File: config.mk
export PLATFORM = sky130hd
export DESIGN_NAME = trap_sequencer
export DESIGN_NICKNAME = d
export VERILOG_FILES = /design/src/rtl/trap_pkg.sv /design/src/rtl/trap_select.sv /design/src/rtl/trap_sr_stack.sv /design/src/rtl/trap_cause_epc.sv /design/src/rtl/trap_sequencer.sv
export SDC_FILE = /design/constraint.sdc
export NUM_CORES = 1
export LEC_CHECK = 0
export BUFFER_PORTS_ARGS = -buffer_cell sky130_fd_sc_hd__buf_2
export CAP_MARGIN = 20
export CORE_MARGIN = 1.5
export CORE_UTILIZATION = 30
export CTS_CLUSTER_SIZE = 30
export DETAILED_ROUTE_END_ITERATION = 10
export PLACE_DENSITY = 0.55
export SETUP_SLACK_MARGIN = 0.5
export SLEW_MARGIN = 20
export SYNTH_ARGS = -nofsm -noshare
export SYNTH_HDL_FRONTEND = slang
export SYNTH_SLANG_ARGS = --single-unit
File: constraint.sdc
create_clock -name clk_i -period 2.05 [get_ports clk_i]
set_input_delay 0.1025 -clock clk_i [delete_from_list [all_inputs] [get_ports clk_i]]
set_output_delay 0.1025 -clock clk_i [all_outputs]
set_load 0.1 [all_outputs]
File: src/rtl/trap_pkg.sv
`timescale 1ns/1ps
package trap_pkg;
  typedef enum logic [1:0] {
    EV_IDLE  = 2'd0,
    EV_TRAP  = 2'd1,
    EV_RFE   = 2'd2,
    EV_WRITE = 2'd3
  } trap_ev_e;

  localparam int unsigned CODE_W  = 5;
  localparam logic [CODE_W-1:0] CODE_BP = 5'd9;
  localparam logic [CODE_W-1:0] CODE_RI = 5'd10;

  // Cause field positions
  localparam int unsigned CS_SLOT  = 31;
  localparam int unsigned CS_TAKEN = 30;
  localparam int unsigned CS_COP_L = 28;
  localparam int unsigned CS_SW_L  = 8;
  localparam int unsigned CS_CODE_L = 2;
endpackage

File: src/rtl/trap_select.sv
`timescale 1ns/1ps
module trap_select
  import trap_pkg::*;
#(
  parameter int unsigned IDX_W     = 5,
  parameter logic [(1<<IDX_W)-1:0] RSVD_MASK = 32'h0000_0417
) (
  input  logic              busy_i,
  input  logic              exc_req_i,
  input  logic              exc_dbg_i,
  input  logic [CODE_W-1:0] exc_code_i,
  input  logic              exc_from_insn_i,
  input  logic [1:0]        exc_cop_i,
  input  logic              creg_rd_i,
  input  logic [IDX_W-1:0]  creg_idx_i,
  input  logic              rfe_i,
  input  logic              sr_we_i,
  input  logic              cause_we_i,
  output trap_ev_e          ev_o,
  output logic [CODE_W-1:0] code_o,
  output logic [1:0]        cop_o,
  output logic              dbg_o
);
  logic rd_fault, take, cop_en;

  assign rd_fault = creg_rd_i & RSVD_MASK[creg_idx_i];
  assign take     = (exc_req_i | rd_fault) & ~busy_i;

  always_comb begin
    if (take)                       ev_o = EV_TRAP;
    else if (rfe_i)                 ev_o = EV_RFE;
    else if (sr_we_i | cause_we_i)  ev_o = EV_WRITE;
    else                            ev_o = EV_IDLE;
  end

  always_comb begin
    if (exc_req_i) begin
      code_o = exc_dbg_i ? CODE_BP : exc_code_i;
      cop_en = exc_from_insn_i & ~exc_dbg_i;
      dbg_o  = exc_dbg_i;
    end else begin
      code_o = CODE_RI;
      cop_en = 1'b1;
      dbg_o  = 1'b0;
    end
  end

  assign cop_o = cop_en ? exc_cop_i : 2'b00;
endmodule

File: src/rtl/trap_sr_stack.sv
`timescale 1ns/1ps
module trap_sr_stack
  import trap_pkg::*;
#(
  parameter int unsigned XLEN   = 32,
  parameter int unsigned LEVELS = 3
) (
  input  logic            clk_i,
  input  logic            rst_ni,
  input  trap_ev_e        ev_i,
  input  logic            sr_we_i,
  input  logic [XLEN-1:0] wdata_i,
  output logic [XLEN-1:0] sr_o
);
  localparam int unsigned STACK_W = 2 * LEVELS;

  logic [XLEN-1:0] sr_q;

  always_ff @(posedge clk_i or negedge rst_ni) begin
    if (!rst_ni) begin
      sr_q <= '0;
    end else begin
      unique case (ev_i)
        EV_TRAP:  sr_q[STACK_W-1:0] <= {sr_q[STACK_W-3:0], 2'b00};
        EV_RFE:   sr_q[STACK_W-3:0] <= sr_q[STACK_W-1:2];
        EV_WRITE: if (sr_we_i) sr_q <= wdata_i;
        default:  ;
      endcase
    end
  end

  assign sr_o = sr_q;
endmodule

File: src/rtl/trap_cause_epc.sv
`timescale 1ns/1ps
module trap_cause_epc
  import trap_pkg::*;
#(
  parameter int unsigned XLEN = 32
) (
  input  logic              clk_i,
  input  logic              rst_ni,
  input  trap_ev_e          ev_i,
  input  logic [CODE_W-1:0] code_i,
  input  logic [1:0]        cop_i,
  input  logic              slot_i,
  input  logic              taken_i,
  input  logic [XLEN-1:0]   pc_i,
  input  logic              cause_we_i,
  input  logic [1:0]        sw_wdata_i,
  output logic [XLEN-1:0]   cause_o,
  output logic [XLEN-1:0]   epc_o
);
  logic [XLEN-1:0] cause_q, epc_q, trap_cause;

  always_comb begin
    trap_cause = '0;
    trap_cause[CS_SLOT]                 = slot_i;
    trap_cause[CS_TAKEN]                = slot_i & taken_i;
    trap_cause[CS_COP_L +: 2]           = cop_i;
    trap_cause[CS_SW_L +: 2]            = cause_q[CS_SW_L +: 2];
    trap_cause[CS_CODE_L +: CODE_W]     = code_i;
  end

  always_ff @(posedge clk_i or negedge rst_ni) begin
    if (!rst_ni) begin
      cause_q <= '0;
      epc_q   <= '0;
    end else begin
      unique case (ev_i)
        EV_TRAP: begin
          cause_q <= trap_cause;
          epc_q   <= slot_i ? pc_i - XLEN'(4) : pc_i;
        end
        EV_WRITE: if (cause_we_i) cause_q[CS_SW_L +: 2] <= sw_wdata_i;
        default: ;
      endcase
    end
  end

  assign cause_o = cause_q;
  assign epc_o   = epc_q;
endmodule

File: src/rtl/trap_sequencer.sv
`timescale 1ns/1ps
module trap_sequencer
  import trap_pkg::*;
#(
  parameter int unsigned XLEN    = 32,
  parameter int unsigned IDX_W   = 5,
  parameter int unsigned LEVELS  = 3,
  parameter logic [(1<<IDX_W)-1:0] RSVD_MASK = 32'h0000_0417,
  parameter logic [XLEN-1:0] GEN_VEC = 32'h8000_0080,
  parameter logic [XLEN-1:0] DBG_VEC = 32'h8000_0040
) (
  input  logic              clk_i,
  input  logic              rst_ni,
  input  logic              exc_req_i,
  input  logic              exc_dbg_i,
  input  logic [4:0]        exc_code_i,
  input  logic [XLEN-1:0]   exc_pc_i,
  input  logic              exc_in_slot_i,
  input  logic              exc_br_taken_i,
  input  logic              exc_from_insn_i,
  input  logic [1:0]        exc_cop_i,
  input  logic              creg_rd_i,
  input  logic [IDX_W-1:0]  creg_idx_i,
  input  logic              rfe_i,
  input  logic              sr_we_i,
  input  logic              cause_we_i,
  input  logic [XLEN-1:0]   wdata_i,
  output logic [XLEN-1:0]   sr_o,
  output logic [XLEN-1:0]   cause_o,
  output logic [XLEN-1:0]   epc_o,
  output logic              redirect_valid_o,
  output logic [XLEN-1:0]   redirect_pc_o,
  output logic              swi_req_o
);
  trap_ev_e          ev;
  logic [CODE_W-1:0] code;
  logic [1:0]        cop;
  logic              dbg;
  logic              rv_q;
  logic [XLEN-1:0]   rpc_q;

  trap_select #(.IDX_W(IDX_W), .RSVD_MASK(RSVD_MASK)) u_select (
    .busy_i          (rv_q),
    .exc_req_i       (exc_req_i),
    .exc_dbg_i       (exc_dbg_i),
    .exc_code_i      (exc_code_i),
    .exc_from_insn_i (exc_from_insn_i),
    .exc_cop_i       (exc_cop_i),
    .creg_rd_i       (creg_rd_i),
    .creg_idx_i      (creg_idx_i),
    .rfe_i           (rfe_i),
    .sr_we_i         (sr_we_i),
    .cause_we_i      (cause_we_i),
    .ev_o            (ev),
    .code_o          (code),
    .cop_o           (cop),
    .dbg_o           (dbg)
  );

  trap_sr_stack #(.XLEN(XLEN), .LEVELS(LEVELS)) u_sr (
    .clk_i   (clk_i),
    .rst_ni  (rst_ni),
    .ev_i    (ev),
    .sr_we_i (sr_we_i),
    .wdata_i (wdata_i),
    .sr_o    (sr_o)
  );

  trap_cause_epc #(.XLEN(XLEN)) u_cause (
    .clk_i      (clk_i),
    .rst_ni     (rst_ni),
    .ev_i       (ev),
    .code_i     (code),
    .cop_i      (cop),
    .slot_i     (exc_in_slot_i),
    .taken_i    (exc_br_taken_i),
    .pc_i       (exc_pc_i),
    .cause_we_i (cause_we_i),
    .sw_wdata_i (wdata_i[CS_SW_L +: 2]),
    .cause_o    (cause_o),
    .epc_o      (epc_o)
  );

  always_ff @(posedge clk_i or negedge rst_ni) begin
    if (!rst_ni) begin
      rv_q  <= 1'b0;
      rpc_q <= '0;
    end else begin
      rv_q <= (ev == EV_TRAP);
      if (ev == EV_TRAP) rpc_q <= dbg ? DBG_VEC : GEN_VEC;
    end
  end

  assign redirect_valid_o = rv_q;
  assign redirect_pc_o    = rpc_q;
  assign swi_req_o = sr_o[0] & |(cause_o[CS_SW_L +: 2] & sr_o[CS_SW_L +: 2]);
endmodule

; Yosys cells after proc, flatten, opt, wreduce, memory -nomap -nowiden
; Memory sizes are Yosys's and may differ from the RTL's.
; Index checks and enable logic that the tools add are counted.
[classes]
add_sub_neg = 1
n_lt_le_gt_ge = 1
mux = 14
n_eq_ne = 4
bitwise = 10
n_reduce_logical = 7
[op_table]
columns = cell, n
row1 = $mux 32, 1
row2 = $sub 32x3->32 const B, 1
row3 = $pmux 4 s3, 1
row4 = $mux 5, 2
row5 = $mux 2, 4
row6 = $mux 8, 1
row7 = $reduce_and 2->1, 4
row8 = $lt 5x6->1 const B, 1
row9 = $mux 6, 1
row10 = $and 1x1->1, 5
row11 = $eq 2x2->1 const B, 2
row12 = $pmux 2 s2, 1
row13 = $mux 1, 3
row14 = $reduce_bool 3->1, 1
row15 = $and 2x2->2, 1
row16 = $eq 2x1->1 const B, 1
row17 = $ne 2x2->1 const B, 1
row18 = $not 1->1, 2
row19 = $or 1x1->1, 2
row20 = $reduce_bool 2->1, 1
row21 = $reduce_or 2->1, 1
[totals]
elab_cells = 46
out_inout_bits = 130
rom_bits = 32
memories = 1
reg_bits = 108
inputBits = 87
[memory_table]
columns = name, depth, word_bits, read_ports, rd_clocked_by_memory_dff, wr, line_no
row1 = (name not given), 32, 1, 1, 0, 0, trap_select.sv:26  ; assign rd_fault = creg_rd_i & RSVD_MASK[creg_idx_i];

; Logic depth before layout (Yosys ltp)
; Gate-level depths: netlist of run 1.
[depth]
ltp_word = 9
depth_mapped = 8
mapped_depth_nobuf = 7

; Cells and area by module
; A second synthesis of run 1 with hierarchy kept.
[hier_totals]
hier_cells = 422
area_unflattened_um2 = 4262.8
[by_module_without_submodules]
columns = module, n_inst, cells_each, area_per_inst_um2
row1 = trap_cause_epc, 1, 274, 2401.1
row2 = trap_sr_stack, 1, 86, 1330.0
row3 = trap_sequencer, 1, 41, 384.1
row4 = trap_select, 1, 21, 147.6

; Worst setup path after synthesis of run 1
; OpenSTA, ideal clock, no wires.
[synth_path]
path_type = reg2out
from = reg u_sr.sr_q[8] (netlist: u_sr.sr_o[8])
to = out swi_req_o
required_time_ns = 1.947
t_arrival_ns = 2.494
setup_slack_ns = -0.546
n_path_buf = 0
path_stages_with_launch = 3
cell_sequence = dfrtp_1 > a22oi_1 > nor2b_1
[synth_between]
elab_chain_cells = 3
[synth_rtl]
columns = item, line_no
row1 = "start, declared", trap_sr_stack.sv:17  ; logic [XLEN-1:0] sr_q;
row2 = "start signal, assigned by index", trap_sr_stack.sv:24  ; EV_TRAP: sr_q[STACK_W-1:0] <= {sr_q[STACK_W-3:0], 2'b00};
row3 = "start signal, assigned by index", trap_sr_stack.sv:25  ; EV_RFE: sr_q[STACK_W-3:0] <= sr_q[STACK_W-1:2];
row4 = "start signal, assigned", trap_sr_stack.sv:26  ; EV_WRITE: if (sr_we_i) sr_q <= wdata_i;
row5 = $and 2x2->2, trap_sequencer.sv:96  ; assign swi_req_o = sr_o[0] & |(cause_o[CS_SW_L +: 2] & sr_o[CS_SW_L +: 2]);
row6 = $reduce_or 2->1, trap_sequencer.sv:96
row7 = $and 1x1->1, trap_sequencer.sv:96
row8 = "end, declared", trap_sequencer.sv:33  ; output logic swi_req_o
; Every way passes these cells.

; Final worst setup path of run 1
[layout_path]
from = in exc_pc_i[19]
to = reg u_cause.epc_q[31] (netlist: u_cause.epc_o[31])
[layout_between]
elab_chain_cells = 2
[layout_rtl]
columns = item, line_no
row1 = "start, declared", trap_sequencer.sv:17  ; input logic [XLEN-1:0] exc_pc_i,
row2 = $sub 32x3->32, trap_cause_epc.sv:39  ; epc_q <= slot_i ? pc_i - XLEN'(4) : pc_i;
row3 = $mux 32, trap_cause_epc.sv:39
row4 = "end signal, assigned", trap_cause_epc.sv:39
row5 = "end, declared", trap_cause_epc.sv:20  ; logic [XLEN-1:0] cause_q, epc_q, trap_cause;
; Every way passes these cells.
; A chain may end at the register's enable or synchronous reset.

==> flow_summary.toml, run 1 <==
[floorplan]
coreArea_um2 = 13190
floorplan.initialDensity_pct = 30.54
dieArea_um2 = 14130
rows = 42
fp.dieH_um = 118.9
ioPinCount = 217
die_width_um = 118.9

[grt]
grt_max_degree = 36
grt_pass1_wl_mm = 17.87
grtUsageTotal_pct = 16.32
grt_pass1_vias = 3366
antenna_found_initial = 0
overflow = 0

[cts]
insertion_delay_ns = 0.33
cts_max_level = 3
numCtsBuffers = 9
path_clk_slew_ns = 0.06
clock_sinks = 79
cts_buffer_depth = 2
root_buffer = "clkbuf_16"
cts_tree = "done"

[synth]
syn_inst = 399
ys_seq_area_share_pct = 49.07
synth.cell_area_um2 = 4029
synth.area.top_cells = "dfrtp_1 (49%), buf_4 (9.7%), mux2_2 (8.1%)"
yosysMostFrequentCell = "dfrtp_1"
synth_edf_count = 0
ys_warn_count = 0
async_flop_share_pct = 100.0
synth_cell_type_count = 41
synth_common_cells = "dfrtp_1 (79), nand2_1 (57), buf_4 (52), mux2_2 (29), o21ai_0 (27)"
synth.avg_cell_area_um2 = 10.10
synth_ff_type = "dfrtp_1"
synth-seq-cells = 79
synth_top_area_share_pct = 49.07
yosysTopAreaCell = "dfrtp_1"

[setup_path]
worstPathRequired_ns = 2.31
rrSetupSlack_ns = 0.52
ff2ff_path_depth = 3
critPathMaxFanout = 4
crit_slowest_cell = "or4_4"
worst-setup-path-type = "in2reg"
worstSetupStartpointType = "input pin"
arrival_ns = 1.86
crit_chain = "buf_2, or4_4, nand2b_4, or3_1, or4b_1, a31oi_1"
r2r-end = "u_sr.sr_o[22]"
reg2reg_from = "redirect_valid_o"
endpoint_kind = "flop"
slowest_delay_ns = 0.55

[sta]
clock_skew_ns = 0.007129
max_freq_ghz = 0.6249
worst_pin_slew_ns = 0.8481
finalMaxSlewViolations = 0
fin_crit_ns = 1.600
tns_ns = 0
relSlewSlack_pct = 43.20
rsz0062_at_grt = "yes"
setup_viol = 0
fin_crit_sh_pct = 78.07
worst_slack_ns = 0.4496
finalHoldViolations = 0

[min_path]
worstHoldPathType = "in2reg"
hold_path_end = "u_cause.cause_o[4]"
min-delay-start = "exc_code_i[2]"
whs_path_depth = 3

[layout]
num-fill-cells = 1278
syn2layout_area_growth_pct = 44.78
drive_above_1_share_pct = 40.93
final_net_count = 685
num_antenna_cells = 0

[detailed_routing]
num_vias = 3460
drt_iter0_markers = 162
vias_per_cell = 4.453
first_pass_iters = 4
drtAntennaViolNets = 0
totalWireLength_mm = 11.62
wire_per_inst_um = 14.95
drc = 0

[job]
max_cap_violations = 0

[placed_design]
numPortBuffers = 166
dp_slack_ns = 0.1061
gp_congestion = 0.7826
dp_hpwl_mm = 7.743

[power_and_ir_drop]
p_leak_nw = 2.923
power_density_nw_per_um2 = 1301
peakVddDrop_mv = 0.5787

[status]
outcome = "finished clean"
worst max-delay path: cells and delay by family:
kind,cells,cell delay (ns)
AO/OA/AOI/OAI,1,0.13
AND/OR/NAND/NOR,4,1.52
buffers and inverters,1,0.11
per-layer routing:
metal | vias to the layer above | GRT usage (%) | part of all wire [%]
met5 | - | 0 | 0
met4 | 0 | 6.401 | 1.5
met3 | 13 | 4.071 | 6.7
met2 | 140 | 27.83 | 49
met1 | 1647 | 19.84 | 42
li1 | 1660 | - | -
flip-flops by register name, summed over array words and instances, names as in the netlist:
signal            cells
redirect_pc_o         3
redirect_valid_o      1
u_cause.cause_o      11
u_cause.epc_o        32
u_sr.sr_o            32
report_power, final:
| group | total (mW) | switching, mW | internal (mW) |
|---|---|---|---|
| registers | 2.06 | 0.181 | 1.88 |
| logic | 4.03 | 3.34 | 0.695 |
| clock network | 1.49 | 0.579 | 0.914 |
| total | 7.59 | 4.10 | 3.49 |
cell usage in the layout (no fill, tap or decap), types with 9 or more instances in the layout:
cell / instances
conb_1: 50
dlygate4sd3_1: 24
mux2_4: 28
xnor2_1: 22
dfrtp_1: 78
nor2_1: 21
buf_4: 9
clkbuf_16: 9
buf_2: 164
nand2_1: 55
o21ai_1: 28
cell families after synthesis:
kind of cell | share of synthesized area [%]
AND/OR/NAND/NOR | 16.06
flip-flops | 49.07
buffers and inverters | 12.27
AO/OA/AOI/OAI | 6.491
multiplexers | 9.845
XOR/XNOR | 5.869
adder cells (fa/ha/maj) | 0.3105
other | 0.09308
layout make-up:
cell class	count	area, µm²	area share [%]
repair buffers	204	1289	22.09
flip-flops and latches	79	1981	33.96
clock buffers	15	277.8	4.762
inverters	7	42.54	0.7293
well taps	176	220.2	3.775
multi-input cells	296	2023	34.68
through the flow:
stage / util, % / power, mW / area [µm²] / hold slack (ns) / instances
CTS: 43.07 / 7.619 / 5680 / 0.0004085 / 772
floorplan: - / 5.451 / 4471 / -0.1931 / 448
global route: 44.22 / 7.891 / 5833 / 0.003994 / 777
global placement: 38.25 / 5.947 / 5045 / 0.08115 / 729
finish: 44.22 / 7.587 / 5833 / 0.01370 / 777
detailed placement: 38.25 / 5.979 / 5045 / 0.08520 / 729
how the worst max path moves through the flow:
| stage | to | slack (ns) | start | cells past startpoint |
|---|---|---|---|---|
| after floorplan | u_cause.epc_o[31] | 0.17 | exc_pc_i[19] | 6 |
| after global placement | u_cause.epc_o[31] | 0.14 | exc_pc_i[19] | 6 |
| after detailed placement | u_cause.epc_o[30] | 0.11 | exc_pc_i[2] | 8 |
| after CTS | u_cause.epc_o[31] | 0.47 | exc_pc_i[19] | 6 |
| after global routing | u_cause.epc_o[31] | 0.39 | exc_pc_i[19] | 6 |
| final | u_cause.epc_o[31] | 0.45 | exc_pc_i[19] | 6 |
timing repair:
item,CTS,global route
buffers inserted,1,2
endpoints found under the setup margin,78,53
pin swaps,1,3
resized for setup,5,17
hold buffers,24,0
endpoints found under the hold margin,56,0
cloned,3,3
No activity file was read; power rests on OpenSTA's default activity.
==> inputs of run 2 (changes only) <==
- clock period: 2.05 -> 1.7 ns (I/O delays scaled with it)
==> flow_summary.toml, run 2 (synthesis gave the netlist of run 1 again) <==
[floorplan]
rows = 42
floorplan.initialDensity_pct = 30.54
coreArea_um2 = 13190
die_width_um = 118.9
dieArea_um2 = 14130
ioPinCount = 217
fp.dieH_um = 118.9

[sta]
fin_crit_ns = 1.572
worst_slack_ns = 0.1275
max_freq_ghz = 0.6359
tns_ns = 0
clock_skew_ns = 0.004787
rsz0062_at_grt = "yes"
finalMaxSlewViolations = 0
setup_viol = 0
fin_crit_sh_pct = 92.50
finalHoldViolations = 0

[cts]
clock_sinks = 79
root_buffer = "clkbuf_16"
path_clk_slew_ns = 0.06
insertion_delay_ns = 0.34
numCtsBuffers = 9
cts_tree = "done"
cts_buffer_depth = 2
cts_max_level = 3

[detailed_routing]
vias_per_cell = 4.408
totalWireLength_mm = 12.31
num_vias = 3628
drc = 0
first_pass_iters = 4
drt_iter0_markers = 119
drtAntennaViolNets = 0
wire_per_inst_um = 14.95

[setup_path]
worst-setup-path-type = "reg2reg"
crit_chain = "or3_4, nand2_8, mux2_4"
endpoint_kind = "flop"
worstSetupStartpointType = "flop"
crit_slowest_cell = "dfrtp_4"
cp_num_buf_inv = 0
arrival_ns = 1.79
slowest_delay_ns = 0.48
crit_family = "simple AND/OR/NAND/NOR gates"
critPathMaxFanout = 13
worstPathRequired_ns = 1.92

[layout]
syn2layout_area_growth_pct = 64.50
mostFrequentLayoutCell = "buf_4"
layout_common_cells = "buf_4 (111), buf_2 (85), dfrtp_1 (78)"
final_util_pct = 50.25
fin_cells = 823
num_antenna_cells = 0
num-fill-cells = 1182
drive_above_1_share_pct = 47.91
final_net_count = 731

[placed_design]
dp_hpwl_mm = 8.031
numPortBuffers = 166
dpl.cell_count = 756
gp_congestion = 0.7735
dp_slack_ns = -0.1906

[power_and_ir_drop]
p_leak_nw = 3.254
power_density_nw_per_um2 = 1478
peakVddDrop_mv = 0.7902
power_mw = 9.798

[grt]
grtUsageTotal_pct = 16.18
grt_pass1_wl_mm = 17.96
grt_pass1_vias = 3561
antenna_found_initial = 0
grt_max_degree = 49
overflow = 0

[job]
max_cap_violations = 0

[status]
outcome = "finished clean"

[min_path]
worstHoldPathType = "in2reg"
==> run 2: cell types whose count changed in the layout (fill, tap and decap cells not counted), sizes merged, moves of 2 or more <==
cell and delta:
buf +33, dlygate4sd3 +12, clkinv +6, bufbuf -2, clkbuf -2, nand2 -2
==> run 2: worst reg2reg max path, cell delays in order (launching register included) <==
cell and delay (ns):
dfrtp_4 0.48, or3_4 0.45, nand2_8 0.19, mux2_4 0.33
==> run 2: timing repair <==
action                                  in CTS  in global routing
hold buffers                                36                  0
cloned                                       1                  8
setup buffers                                1                  6
pin swaps                                    3                 29
endpoints found under the setup margin     157                 83
resized for setup                           92                 65
endpoints found under the hold margin       68                  0
==> run 2: area by class of cell <==
class / instances / area (µm²) / area share (%)
inverter: 7 / 52.55 / 0.7929
clock inverter: 6 / 61.31 / 0.9251
multi-input combinational: 293 / 2093 / 31.58
timing repair buffer: 251 / 1962 / 29.60
clock buffer: 9 / 225.2 / 3.398
timing repair inverter: 2 / 32.53 / 0.4908
sequential: 79 / 1981 / 29.88
tap: 176 / 220.2 / 3.323
==> run 2: power breakdown <==
| part | internal, mW | switching [mW] | leakage (nW) |
|---|---|---|---|
| Sequential | 2.27 | 0.293 | 0.954 |
| Clock | 1.12 | 0.747 | 0.141 |
| Combinational | 1.25 | 4.12 | 2.16 |
==> run 2: worst paths after layout <==
path,end,cells past startpoint,start,slack [ns]
worst max-delay path,u_sr.sr_o[25],3,redirect_valid_o,0.13
worst min-delay path,u_cause.epc_o[31],3,exc_pc_i[31],0.02
worst max register to register,u_sr.sr_o[25],3,redirect_valid_o,0.13
worst min register to register,redirect_pc_o[31],1,redirect_pc_o[31],0.47
max in group asynchronous,redirect_valid_o,3,rst_ni,0.81
min in group asynchronous,u_cause.epc_o[23],2,rst_ni,0.26
==> run 2: metrics by stage <==
step | area (µm²) | hold WS [ns]
2_1_floorplan | 4467 | -0.2106
3_3_place_gp | 5268 | 0.06525
3_5_place_dp | 5268 | 0.06489
4_1_cts | 6192 | 0.0009946
5_1_grt | 6628 | 0.02743
6_report | 6628 | 0.02136
==> run 2: layer usage <==
metal  up-vias  global-route usage, %  routed length, µm
met4         0                  3.991                114
met2       143                  29.65               6255
met3        10                  6.226                932
met5         -                      0                  0
met1      1729                  17.48               5004
li1       1746                      -                  -
